--- config.mk ---
export PLATFORM = sky130hd
export DESIGN_NAME = eeprom_serial_engine
export DESIGN_NICKNAME = d
export VERILOG_FILES = /design/src/rtl/eeprom_eng_pkg.sv /design/src/rtl/bus_event_detect.sv /design/src/rtl/byte_store.sv /design/src/rtl/write_timer.sv /design/src/rtl/eeprom_serial_engine.sv
export SDC_FILE = /design/constraint.sdc
export NUM_CORES = 1
export LEC_CHECK = 0
export BUFFER_PORTS_ARGS = -buffer_cell sky130_fd_sc_hd__clkbuf_2
export CAP_MARGIN = 20
export CORE_ASPECT_RATIO = 1.1
export CORE_MARGIN = 8
export CORE_UTILIZATION = 55
export CTS_CLUSTER_DIAMETER = 40
export CTS_CLUSTER_SIZE = 25
export DETAILED_ROUTE_END_ITERATION = 8
export GPL_ROUTABILITY_DRIVEN = 0
export GPL_TIMING_DRIVEN = 0
export PLACE_DENSITY = 0.82
export SLEW_MARGIN = 25
export SYNTH_ARGS = -nofsm -noshare
export SYNTH_HDL_FRONTEND = slang
export SYNTH_SLANG_ARGS = --single-unit
--- constraint.sdc ---
create_clock -name clk -period 3.2 [get_ports clk]
set_clock_uncertainty 0.1 [all_clocks]
set_input_delay 0.16 -clock clk [delete_from_list [all_inputs] [get_ports clk]]
set_output_delay 0.16 -clock clk [all_outputs]
set_load 0.01 [all_outputs]
--- src/rtl/eeprom_eng_pkg.sv ---
package eeprom_eng_pkg;
  typedef enum logic [2:0] {
    PH_IDLE,
    PH_DEVSEL,
    PH_ADDR,
    PH_WDATA,
    PH_READ,
    PH_IGNORE
  } phase_t;
endpackage

--- src/rtl/bus_event_detect.sv ---
module bus_event_detect #(
  parameter int SYNC_STAGES = 2
) (
  input  logic clk,
  input  logic rst_n,
  input  logic scl_i,
  input  logic sda_i,
  output logic scl_s,
  output logic sda_s,
  output logic scl_rise,
  output logic scl_fall,
  output logic start_det,
  output logic stop_det
);
  logic [SYNC_STAGES-1:0] scl_pipe, sda_pipe;
  logic scl_prev, sda_prev;

  always_ff @(posedge clk or negedge rst_n) begin
    if (!rst_n) begin
      scl_pipe <= '1;
      sda_pipe <= '1;
      scl_prev <= 1'b1;
      sda_prev <= 1'b1;
    end else begin
      scl_pipe <= {scl_pipe[SYNC_STAGES-2:0], scl_i};
      sda_pipe <= {sda_pipe[SYNC_STAGES-2:0], sda_i};
      scl_prev <= scl_pipe[SYNC_STAGES-1];
      sda_prev <= sda_pipe[SYNC_STAGES-1];
    end
  end

  assign scl_s     = scl_pipe[SYNC_STAGES-1];
  assign sda_s     = sda_pipe[SYNC_STAGES-1];
  assign scl_rise  = scl_s & ~scl_prev;
  assign scl_fall  = ~scl_s & scl_prev;
  // data edge while the clock is held high on both samples
  assign start_det = scl_s & scl_prev & sda_prev & ~sda_s;
  assign stop_det  = scl_s & scl_prev & ~sda_prev & sda_s;
endmodule

--- src/rtl/byte_store.sv ---
module byte_store #(
  parameter int ADDR_W = 4,
  parameter int DATA_W = 8
) (
  input  logic              clk,
  input  logic              rst_n,
  input  logic              we,
  input  logic [ADDR_W-1:0] waddr,
  input  logic [DATA_W-1:0] wdata,
  input  logic [ADDR_W-1:0] raddr,
  output logic [DATA_W-1:0] rdata
);
  localparam int DEPTH = 1 << ADDR_W;
  logic [DATA_W-1:0] words [DEPTH];

  for (genvar i = 0; i < DEPTH; i++) begin : g_word
    always_ff @(posedge clk or negedge rst_n) begin
      if (!rst_n)                             words[i] <= '0;
      else if (we && waddr == ADDR_W'(i))     words[i] <= wdata;
    end
  end

  assign rdata = words[raddr];
endmodule

--- src/rtl/write_timer.sv ---
module write_timer #(
  parameter int WR_CYCLES = 64
) (
  input  logic clk,
  input  logic rst_n,
  input  logic launch,
  output logic busy
);
  localparam int CW = $clog2(WR_CYCLES + 1);
  logic [CW-1:0] remain;

  always_ff @(posedge clk or negedge rst_n) begin
    if (!rst_n)              remain <= '0;
    else if (launch)         remain <= CW'(WR_CYCLES);
    else if (remain != '0)   remain <= remain - 1'b1;
  end

  assign busy = (remain != '0);
endmodule

--- src/rtl/eeprom_serial_engine.sv ---
module eeprom_serial_engine
  import eeprom_eng_pkg::*;
#(
  parameter logic [6:0] DEV_CODE    = 7'b1010000,
  parameter int         ADDR_W      = 4,
  parameter int         WR_CYCLES   = 64,
  parameter int         SYNC_STAGES = 2
) (
  input  logic clk,
  input  logic rst_n,
  input  logic scl_i,
  input  logic sda_i,
  output logic sda_drive_low,
  output logic write_busy
);
  localparam int BYTE_W = 8;

  logic scl_s, sda_s, scl_rise, scl_fall, start_det, stop_det;
  phase_t phase;
  logic [3:0]        bit_cnt;     // SCL rising edges seen in the current byte
  logic [BYTE_W-1:0] shreg;       // receive shifter, or transmit shifter in PH_READ
  logic [ADDR_W-1:0] addr_q, wr_addr_q;
  logic [BYTE_W-1:0] wr_data_q, rd_word;
  logic              wr_pend, m_ack, ack_ok, launch;

  bus_event_detect #(.SYNC_STAGES(SYNC_STAGES)) u_det (
    .clk(clk), .rst_n(rst_n), .scl_i(scl_i), .sda_i(sda_i),
    .scl_s(scl_s), .sda_s(sda_s), .scl_rise(scl_rise), .scl_fall(scl_fall),
    .start_det(start_det), .stop_det(stop_det)
  );

  assign launch = stop_det & wr_pend;

  byte_store #(.ADDR_W(ADDR_W), .DATA_W(BYTE_W)) u_store (
    .clk(clk), .rst_n(rst_n), .we(launch), .waddr(wr_addr_q),
    .wdata(wr_data_q), .raddr(addr_q), .rdata(rd_word)
  );

  write_timer #(.WR_CYCLES(WR_CYCLES)) u_timer (
    .clk(clk), .rst_n(rst_n), .launch(launch), .busy(write_busy)
  );

  always_comb begin
    ack_ok = 1'b1;
    if (phase == PH_DEVSEL) ack_ok = (shreg[7:1] == DEV_CODE) && !write_busy;
  end

  always_ff @(posedge clk or negedge rst_n) begin
    if (!rst_n) begin
      phase         <= PH_IDLE;
      bit_cnt       <= '0;
      shreg         <= '0;
      addr_q        <= '0;
      wr_addr_q     <= '0;
      wr_data_q     <= '0;
      wr_pend       <= 1'b0;
      m_ack         <= 1'b0;
      sda_drive_low <= 1'b0;
    end else if (start_det) begin
      phase         <= PH_DEVSEL;
      bit_cnt       <= '0;
      wr_pend       <= 1'b0;
      sda_drive_low <= 1'b0;
    end else if (stop_det) begin
      phase         <= PH_IDLE;
      bit_cnt       <= '0;
      wr_pend       <= 1'b0;
      sda_drive_low <= 1'b0;
      if (wr_pend) addr_q <= wr_addr_q + 1'b1;
    end else begin
      unique case (phase)
        PH_DEVSEL, PH_ADDR, PH_WDATA: begin
          if (scl_rise) begin
            if (bit_cnt < 4'd8) shreg <= {shreg[BYTE_W-2:0], sda_s};
            if (bit_cnt < 4'd9) bit_cnt <= bit_cnt + 1'b1;
          end else if (scl_fall && bit_cnt == 4'd8) begin
            sda_drive_low <= ack_ok;
          end else if (scl_fall && bit_cnt == 4'd9) begin
            sda_drive_low <= 1'b0;
            bit_cnt       <= '0;
            if (!sda_drive_low) begin
              phase <= PH_IGNORE;
            end else if (phase == PH_DEVSEL) begin
              if (shreg[0]) begin
                phase         <= PH_READ;
                shreg         <= rd_word;
                addr_q        <= addr_q + 1'b1;
                sda_drive_low <= ~rd_word[BYTE_W-1];
              end else begin
                phase <= PH_ADDR;
              end
            end else if (phase == PH_ADDR) begin
              addr_q <= shreg[ADDR_W-1:0];
              phase  <= PH_WDATA;
            end else begin
              wr_addr_q <= addr_q;
              wr_data_q <= shreg;
              wr_pend   <= 1'b1;
              phase     <= PH_IGNORE;
            end
          end
        end
        PH_READ: begin
          if (scl_rise) begin
            if (bit_cnt == 4'd8) m_ack <= ~sda_s;
            if (bit_cnt < 4'd9) bit_cnt <= bit_cnt + 1'b1;
          end else if (scl_fall) begin
            if (bit_cnt < 4'd8) begin
              sda_drive_low <= ~shreg[BYTE_W-2];
              shreg         <= {shreg[BYTE_W-2:0], 1'b0};
            end else if (bit_cnt == 4'd8) begin
              sda_drive_low <= 1'b0;
            end else begin
              bit_cnt <= '0;
              if (m_ack) begin
                shreg         <= rd_word;
                addr_q        <= addr_q + 1'b1;
                sda_drive_low <= ~rd_word[BYTE_W-1];
              end else begin
                sda_drive_low <= 1'b0;
                phase         <= PH_IGNORE;
              end
            end
          end
        end
        default: ;
      endcase
    end
  end
endmodule

# == Yosys cells after proc, flatten, opt, wreduce, memory -nomap -nowiden ==
# Cells that the tools add are included.
# word_totals
reg_bits,175
input_bits,4
word_cells,243
# classes
n_addsub,4
order_cmp,3
n_eq_ne,62
n_mux,83
bitwise_logic,21
n_reduce_logical,39
# ops
cell,count
two-way mux 8 bit,14
two-way mux 4 bit,24
!= test 3 bit (second input constant),20
two-way mux 3 bit,14
equality test 4 bit (second input constant),10
!= test 4 bit (second input constant),10
binary-select mux 8 bit (select 4 bit),1
!= test 5 bit (second input constant),6
two-way mux 1 bit,23
logical AND 1 bit,19
AND reduction 9 bit,2
equality test 4 x 3 -> 1 bit (second input constant),4
case mux 4 bit (2 select lines),2
case mux 8 bit (2 select lines),1
two-way mux 7 bit,2
AND reduction 14 bit,1
AND reduction 13 bit,1
adder 4 x 1 -> 4 bit (second input constant),3
NOT 1 bit,12
AND reduction 12 bit,1
nonzero test 3 bit,4
AND reduction 5 bit,2
AND 1 bit,8
equality test 4 x 2 -> 1 bit (second input constant),2
other kinds (22),26

# == Longest topological paths before layout ==
# Gate-level depths: netlist of the first run.
# logic_depth
ltp_word,14
ltp_mapped,8
depth_no_buf,7

# == Modules after synthesis ==
# From an unflattened synthesis of the first run, not the netlist that was laid out.
# hier_totals
cells_unflattened,623
area_unflattened_um2,8536.9
# modules_own_cells
module,n_inst,cells_each,area_per_inst_um2,seq_area_each_um2
byte_store,1,364,5809.3,3203.1
eeprom_serial_engine,1,210,2148.3,850.8
write_timer,1,39,389.1,175.2
bus_event_detect,1,10,190.2,157.7

# == Least setup slack after synthesis of the first run ==
# No wires, ideal clock.
# synth_timing
path_type,register -> register
startpoint,register u_det.scl_pipe[1]
endpoint,register u_store.words[100] in the netlist's numbering
setup_time_ns,0.125
arrival_time_ns,2.142
t_required_ns,2.975
setup_slack_ns,0.834
stages_incl_launch_ff,9
n_path_buf,2
period_less_slack_ns,2.366
cell_sequence,dfstp_2 ha_1 and3b_1 buf_2 nand2_1 nor3_1 and2_1 clkbuf_1 mux2_2
# synth_between
elab_chain_cells,5
# synth_rtl
item,line,text
"start, declared",bus_event_detect.sv:15,"logic [SYNC_STAGES-1:0] scl_pipe, sda_pipe;"
"start signal, assigned",bus_event_detect.sv:25,"scl_pipe <= {scl_pipe[SYNC_STAGES-2:0], scl_i};"
AND 1 bit (3 in a row),bus_event_detect.sv:38,assign stop_det = scl_s & scl_prev & ~sda_prev & sda_s;
AND 1 bit,eeprom_serial_engine.sv:32,assign launch = stop_det & wr_pend;
logical AND 1 bit,byte_store.sv:19,else if (we && waddr == ADDR_W'(i)) words[i] <= wdata;
"end signal, assigned by index",byte_store.sv:19,
"end, declared",byte_store.sv:14,logic [DATA_W-1:0] words [DEPTH];
# No other way between the ends.
# A chain may end at the register's enable or synchronous reset.

# == Worst setup path after layout of the first run ==
# layout_timing
startpoint,register u_det.scl_pipe[1]
endpoint,register u_store.words[126] in the netlist's numbering
# The elaborated chain is that of the path after synthesis.

==> key figures, run 1 <==
Outcome
  • Status: finished, violations left
  • Violated checks: design-rule violations

Die
  • I/O pins: 6
  • Initial cell density of the core: 0.554
  • Chip Width: 135 um
  • Cell Rows: 48
  • Core area: 15500 um^2
  • Die Y: between 100 and 150 um
  • Die area: approximately 20000 um^2

STA
  • Fin crit period: between 3000 and 4000 ps
  • Slew at the pin closest to its max-slew limit: roughly 700 ps
  • FMAX: between 300 and 400 MHz
  • RSZ-0062 raised after global routing: false
  • Slew headroom: 0.524
  • Slew Limit Fails: 0
  • Min Hold Slack: 256 ps
  • Final period utilization: 0.954
  • Fin. Hold Viols: 0
  • Count of final setup violators: 0

GRT
  • Grt ovf: 0
  • Vias in the first global route: approximately 5800
  • Initial antenna violation count: 0
  • Gr usage total: 0.197
  • First-pass GRT wire length: 30600 um
  • Pin count of the biggest net entering global routing: 90

Logic synthesis
  • Post-Syn Area: approximately 8600 um^2
  • Post-synthesis async set-or-reset flop share: 1.00
  • Gate count of the mapped netlist: 618
  • Synth cell types: 67
  • Synth top cells by count: dfrtp_1, mux2_2, nand2_1
  • Syn_nets: 635
  • EDFF count, synth: 0
  • Syn Area/Cell: 13.9 um^2
  • Sequential fraction of the synthesis area: 0.511
  • Number of synthesized register bits: roughly 180
  • Area share of the largest cell type after synthesis: 0.493
  • Top cells by area, synth: dfrtp_1, mux2_2, mux4_2
  • Ys Warns: 0
  • Yosys top cell by area: dfrtp_1
  • Top-count cell post-synth: dfrtp_1
  • Primary FF master, synth: dfrtp_1

CTS
  • Later-pin clock latency in the skew report: roughly 430 ps
  • CTS buffer count: 17
  • TritonCTS clock tree: yes
  • H-tree depth: 4
  • Post-cts sizing count: 0
  • Clock buffer depth: 2
  • Clk root buf: clkbuf_16
  • TritonCTS Sinks: 175
  • Clock Pin Slew Worst Setup and Hold Paths: about 70 ps
  • Postcts setup bufs: 0

Placed design
  • PortBufs: 5
  • Placed cell area: a little under 9000 um^2
  • DP Cell Count: 824
  • Post-DP HPWL: around 13000 um

Critical path
  • WS Path Type: reg2reg
  • Critical Path Sink Type: flop
  • Data arrival time of the worst path: ~3300 ps
  • CP Launch Type: flop
  • Worst-path maximum fanout: 9
  • WP data required: approximately 3400 ps

Layout
  • Fillers: between 1000 and 1500
  • Area Overhead vs Synth: 10.5%
  • Number of diodes: 0
  • Fin area: around 9500 um^2
  • Total area of sequential cells: 4390 um^2
  • Share of cells above drive strength 1: 0.367
  • Multi-input logic area: ~3900 um^2
  • Nets: ~660
  • Final Non-Filler Cells: 859

Detailed routing
  • Routed WL: around 18000 um
  • DR WL/cell: about 21 um
  • Avg Vias per Cell: approximately 6
  • Post-route ant nets: 0
  • Vias: between 5000 and 6000
  • DRT Pass-1 Iters: 7
  • DRC: 1
  • Drt first-iter violations: 334

Power and ir drop
  • Leakage: 4.53 nW
  • P per Cell Area: 571 nW/um^2
  • Max rail drop VDD: 472 uV

Min path
  • Worst hold path class: in2async

Run
  • Max-Cap Viols: 0
## routing by layer
metal,routed length [um],global-route usage,part of all wire
met3,822,0.0430,0.045
met5,0,0,0
met4,344,0.0678,0.019
met2,9480,0.332,0.52
met1,7700,0.245,0.42
## timing repair
action                                  CTS  global route
hold buffers                              3             0
endpoints found under the setup margin    0             0
hold endpoints to repair                 90             0
## report_power, final
group	leakage [nW]	internal [mW]	switching, mW
sequential	2.42	2.28	0.0637
clock	0.268	1.03	0.926
combinational	1.85	0.468	0.655
## cells by family after synthesis
logic type,after synthesis,synth area share
AO/OA/AOI/OAI,65,0.0524
XOR/XNOR,9,0.00919
buffers and inverters,51,0.0287
multiplexers,199,0.315
AND/OR/NAND/NOR,106,0.0645
adder cells (fa/ha/maj),13,0.0190
flip-flops,175,0.511
## stage by stage
step | total power, mW | setup TNS (ps) | worst slack, ps | utilization
3_5_place_dp | 3.49 | 0 | 188 | 0.574
3_3_place_gp | 3.45 | -174890 | -1040 | 0.571
2_1_floorplan | 3.20 | 0 | 834 | -
4_1_cts | 5.45 | 0 | 156 | 0.612
6_report | 5.42 | 0 | 146 | 0.612
5_1_grt | 5.65 | 0 | 13.5 | 0.612
## layout make-up
class | count | area share
Sequential cell | 175 | 0.463
Multi-Input combinational cell | 392 | 0.416
Clock buffer | 17 | 0.0449
Tap cell | 200 | 0.0264
Buffer | 36 | 0.0201
Clock inverter | 15 | 0.0145
Timing Repair Buffer | 9 | 0.00963
Inverter | 15 | 0.00594
## layout by cell type (no fill, tap or decap), drive strengths merged, types with 2 or more instances in the layout
master / netlist / layout
nor2: 17 / 17
clkinvlp: 0 / 3
mux4: 38 / 38
mux2i: 11 / 11
dfstp: 6 / 6
nand3: 11 / 11
nand4: 2 / 2
a31o: 2 / 2
mux2: 150 / 150
nor2b: 2 / 2
buf: 16 / 17
o21bai: 2 / 2
nor3: 6 / 6
o31ai: 2 / 2
a41oi: 2 / 2
and2: 7 / 7
dfrtp: 169 / 169
a22o: 6 / 6
o21ai: 17 / 17
and3: 2 / 2
nand2: 35 / 35
and3b: 2 / 2
nand2b: 5 / 5
nand3b: 2 / 2
ha: 13 / 13
inv: 15 / 25
a211oi: 3 / 3
xor2: 5 / 5
o2111ai: 2 / 2
a21oi: 13 / 13
dlygate4sd3: 0 / 3
clkinv: 0 / 2
or3: 2 / 2
nor3b: 3 / 3
a31oi: 3 / 3
clkbuf: 20 / 42
xnor2: 4 / 4
## flip-flops by register name, summed over array words and instances, names as in the netlist
signal          cells
u_timer.remain      7
u_det.scl_pipe      2
u_store.words     128
wr_pend             1
wr_addr_q           4
u_det.sda_pipe      2
shreg               8
u_det.scl_prev      1
sda_drive_low       1
wr_data_q           8
phase               3
addr_q              4
m_ack               1
u_det.sda_prev      1
bit_cnt             4
## worst paths after layout
check | start | endpoint | slack, ps | cells after the start
setup / recovery | u_det.scl_pipe[1] | u_store.words[126] | 150 | 8
hold / removal | rst_n | u_timer.remain[0] | 260 | 2
setup reg to reg | u_det.scl_pipe[1] | u_store.words[126] | 150 | 8
hold reg to reg | u_det.sda_pipe[0] | u_det.sda_pipe[1] | 260 | 0
max in group asynchronous | rst_n | u_det.sda_prev | 1860 | 3
min in group clk | u_det.sda_pipe[0] | u_det.sda_pipe[1] | 260 | 0
## worst max-delay path, cell delays in order, from the launching register on
cell	delay (ps)
dfstp_2	560
ha_1	260
and3b_1	180
buf_2	210
nand2_1	180
nor3_1	310
and2_1	170
clkbuf_1	530
mux2_2	420
Note: power is estimated with default switching activity, not from simulation.
==> run 2: changes to the inputs <==
--- a/config.mk
+++ b/config.mk
@@ -9,13 +9,14 @@
 export CAP_MARGIN = 20
 export CORE_ASPECT_RATIO = 1.1
 export CORE_MARGIN = 8
-export CORE_UTILIZATION = 55
+export CORE_UTILIZATION = 63
 export CTS_CLUSTER_DIAMETER = 40
 export CTS_CLUSTER_SIZE = 25
 export DETAILED_ROUTE_END_ITERATION = 8
 export GPL_ROUTABILITY_DRIVEN = 0
 export GPL_TIMING_DRIVEN = 0
-export PLACE_DENSITY = 0.82
+export PLACE_DENSITY = 0.9
+export SETUP_SLACK_MARGIN = 0.02
 export SLEW_MARGIN = 25
 export SYNTH_ARGS = -nofsm -noshare
 export SYNTH_HDL_FRONTEND = slang
==> key figures, run 2 (synthesis results as in run 1) <==
STA
  • Slew Limit Fails: 0 (unchanged)
  • Slew at the pin closest to its max-slew limit: 669 ps (-45.4 ps)
  • Min Hold Slack: 70.8 ps (-185 ps)
  • Post-layout worst setup margin: 203 ps (+57.0 ps)
  • FMAX: 334 MHz (+1.9%)
  • Slew headroom: 0.551 (+0.0268)
  • Count of final setup violators: 0 (unchanged)
  • Fin crit period: 3000 ps (-57.0 ps)
  • Fin. Hold Viols: 0 (unchanged)
  • RSZ-0062 raised after global routing: false
  • Final period utilization: 0.936 (-0.0178)

Placed design
  • DP Cell Count: 809 (-1.8%)
  • Placed cell area: 8900 um^2 (about the same)
  • Post-DP HPWL: 12800 um (-0.51%)
  • PortBufs: 5 (unchanged)
  • Dpl ws: 282 ps (+93.6 ps)

CTS
  • Clk root buf: clkbuf_16
  • CTS buffer count: 17 (unchanged)
  • TritonCTS clock tree: yes
  • TritonCTS Sinks: 175 (unchanged)
  • Later-pin clock latency in the skew report: 430 ps (about the same)
  • Clock buffer depth: 2 (unchanged)
  • Clock Pin Slew Worst Setup and Hold Paths: 60 ps (about the same)
  • H-tree depth: 4 (unchanged)

Layout
  • Register name with the most flops: u_store.words
  • Number of flip-flops in the largest register: 128 (unchanged)
  • Post-layout util: 0.716 (+0.104)
  • Most frequent cells in the layout: dfrtp_1, mux2_2, nand2_1
  • Number of diodes: 0 (unchanged)
  • Fin area: 9500 um^2 (+0.20%)
  • Final Non-Filler Cells: 844 (-1.7%)
  • Area Overhead vs Synth: 10.8%
  • Nets: 664 (+0.15%)
  • Share of cells above drive strength 1: 0.359 (-0.00813)
  • Commonest non-fill, non-tap cell in the layout: dfrtp_1
  • Largest regs: u_store.words x128, shreg x8, wr_data_q x8

Die
  • I/O pins: 6 (unchanged)
  • Cell Rows: 44 (-8.3%)
  • Core area: 13300 um^2 (-14%)
  • Die Y: 138 um (-5.8%)
  • Initial cell density of the core: 0.647 (+0.0929)
  • Chip Width: 127 um (-5.8%)
  • Die area: 17600 um^2 (-11%)

Detailed routing
  • Vias: 5529 (+4.4%)
  • Drt first-iter violations: 434 (+30%)
  • Avg Vias per Cell: 6.55 (+6.2%)
  • DR WL/cell: 22.4 um (+5.0%)
  • Routed WL: 18900 um (+3.2%)
  • DRC: 0 (-1)
  • DRT Pass-1 Iters: 7 (unchanged)
  • Post-route ant nets: 0 (unchanged)

Critical path
  • WP data required: 3410 ps (about the same)
  • Worst r2r dst: u_store.words[59]
  • CP Launch Type: flop
  • Data arrival time of the worst path: 3210 ps (-50 ps)
  • Worst-path maximum fanout: 9 (unchanged)
  • Reg2reg path depth: 7 (-1)
  • Worst reg2reg setup slack: 200 ps (+60 ps)
  • Critical Path Sink Type: flop
  • R2r startpoint: u_det.scl_pipe[1]
  • WS Path Type: reg2reg

GRT
  • First-pass GRT wire length: 31100 um (+1.4%)
  • Vias in the first global route: 5802 (+0.29%)
  • Grt ovf: 0 (unchanged)
  • Pin count of the biggest net entering global routing: 83 (-7.8%)
  • Initial antenna violation count: 0 (unchanged)
  • Gr usage total: 0.225 (+0.0285)

Min path
  • Worst hold path class: in2async

Power and ir drop
  • P per Cell Area: 580 nW/um^2 (+1.4%)
  • Max rail drop VDD: 387 uV (-18%)
  • Leakage: 4.55 nW (+0.43%)

Run
  • Max-Cap Viols: 0 (unchanged)

Outcome
  • Status: finished, final reports clean
[run 2: worst max path at each step]
stage	from	to	slack [ps]	cells past startpoint
global route	u_det.scl_pipe[1]	u_store.words[124]	80	8
detailed placement	u_det.scl_pipe[1]	u_store.words[123]	280	8
CTS	u_det.scl_pipe[1]	u_store.words[43]	210	7
global placement	rst_n	u_store.words[40]	-1000	1
finish	u_det.scl_pipe[1]	u_store.words[59]	200	7
floorplan	u_det.scl_pipe[1]	u_store.words[100]	830	8
[run 2: critical path, stage by stage, from the launching register on]
cell	delay [ps]
dfstp_2	560
ha_1	290
and3b_1	200
buf_2	190
nand2_1	150
nor3b_1	550
nand2_1	450
mux2_2	400
[run 2: layout make-up]
class / count / area, um^2
Timing Repair Buffer: 10 / 119
Inverter: 15 / 56.3
Clock inverter: 6 / 85.1
Multi-Input combinational cell: 392 / 3950
Fill cell: 817 / 3760
Clock buffer: 26 / 489
Sequential cell: 175 / 4390
Buffer: 36 / 190
Tap cell: 184 / 230
[run 2: power by group]
group	switching (mW)	total, mW	internal (mW)
clock	0.815	2.02	1.21
combinational	0.669	1.14	0.471
sequential	0.0626	2.34	2.28
[run 2: stage by stage]
| stage | setup TNS (ps) | total power, mW |
|---|---|---|
| after floorplan | 0 | 3.20 |
| after global placement | -166660 | 3.45 |
| after detailed placement | 0 | 3.50 |
| after CTS | 0 | 5.52 |
| after global routing | 0 | 5.69 |
| final | 0 | 5.51 |
[run 2: timing repair]
item	4_1_cts	5_1_grt
hold buffers	3	0
buffers inserted	0	0
resized for setup	0	0
endpoints found under the hold margin	177	0
[run 2: per-layer routing]
metal	up-vias	share of wire	wire length, um	GRT usage
met1	2904	0.40	7590	0.273
met4	0	0.028	530	0.0865
met3	50	0.055	1050	0.0492
met2	220	0.52	9770	0.385
met5	-	0	0	0
li1	2355	-	-	-
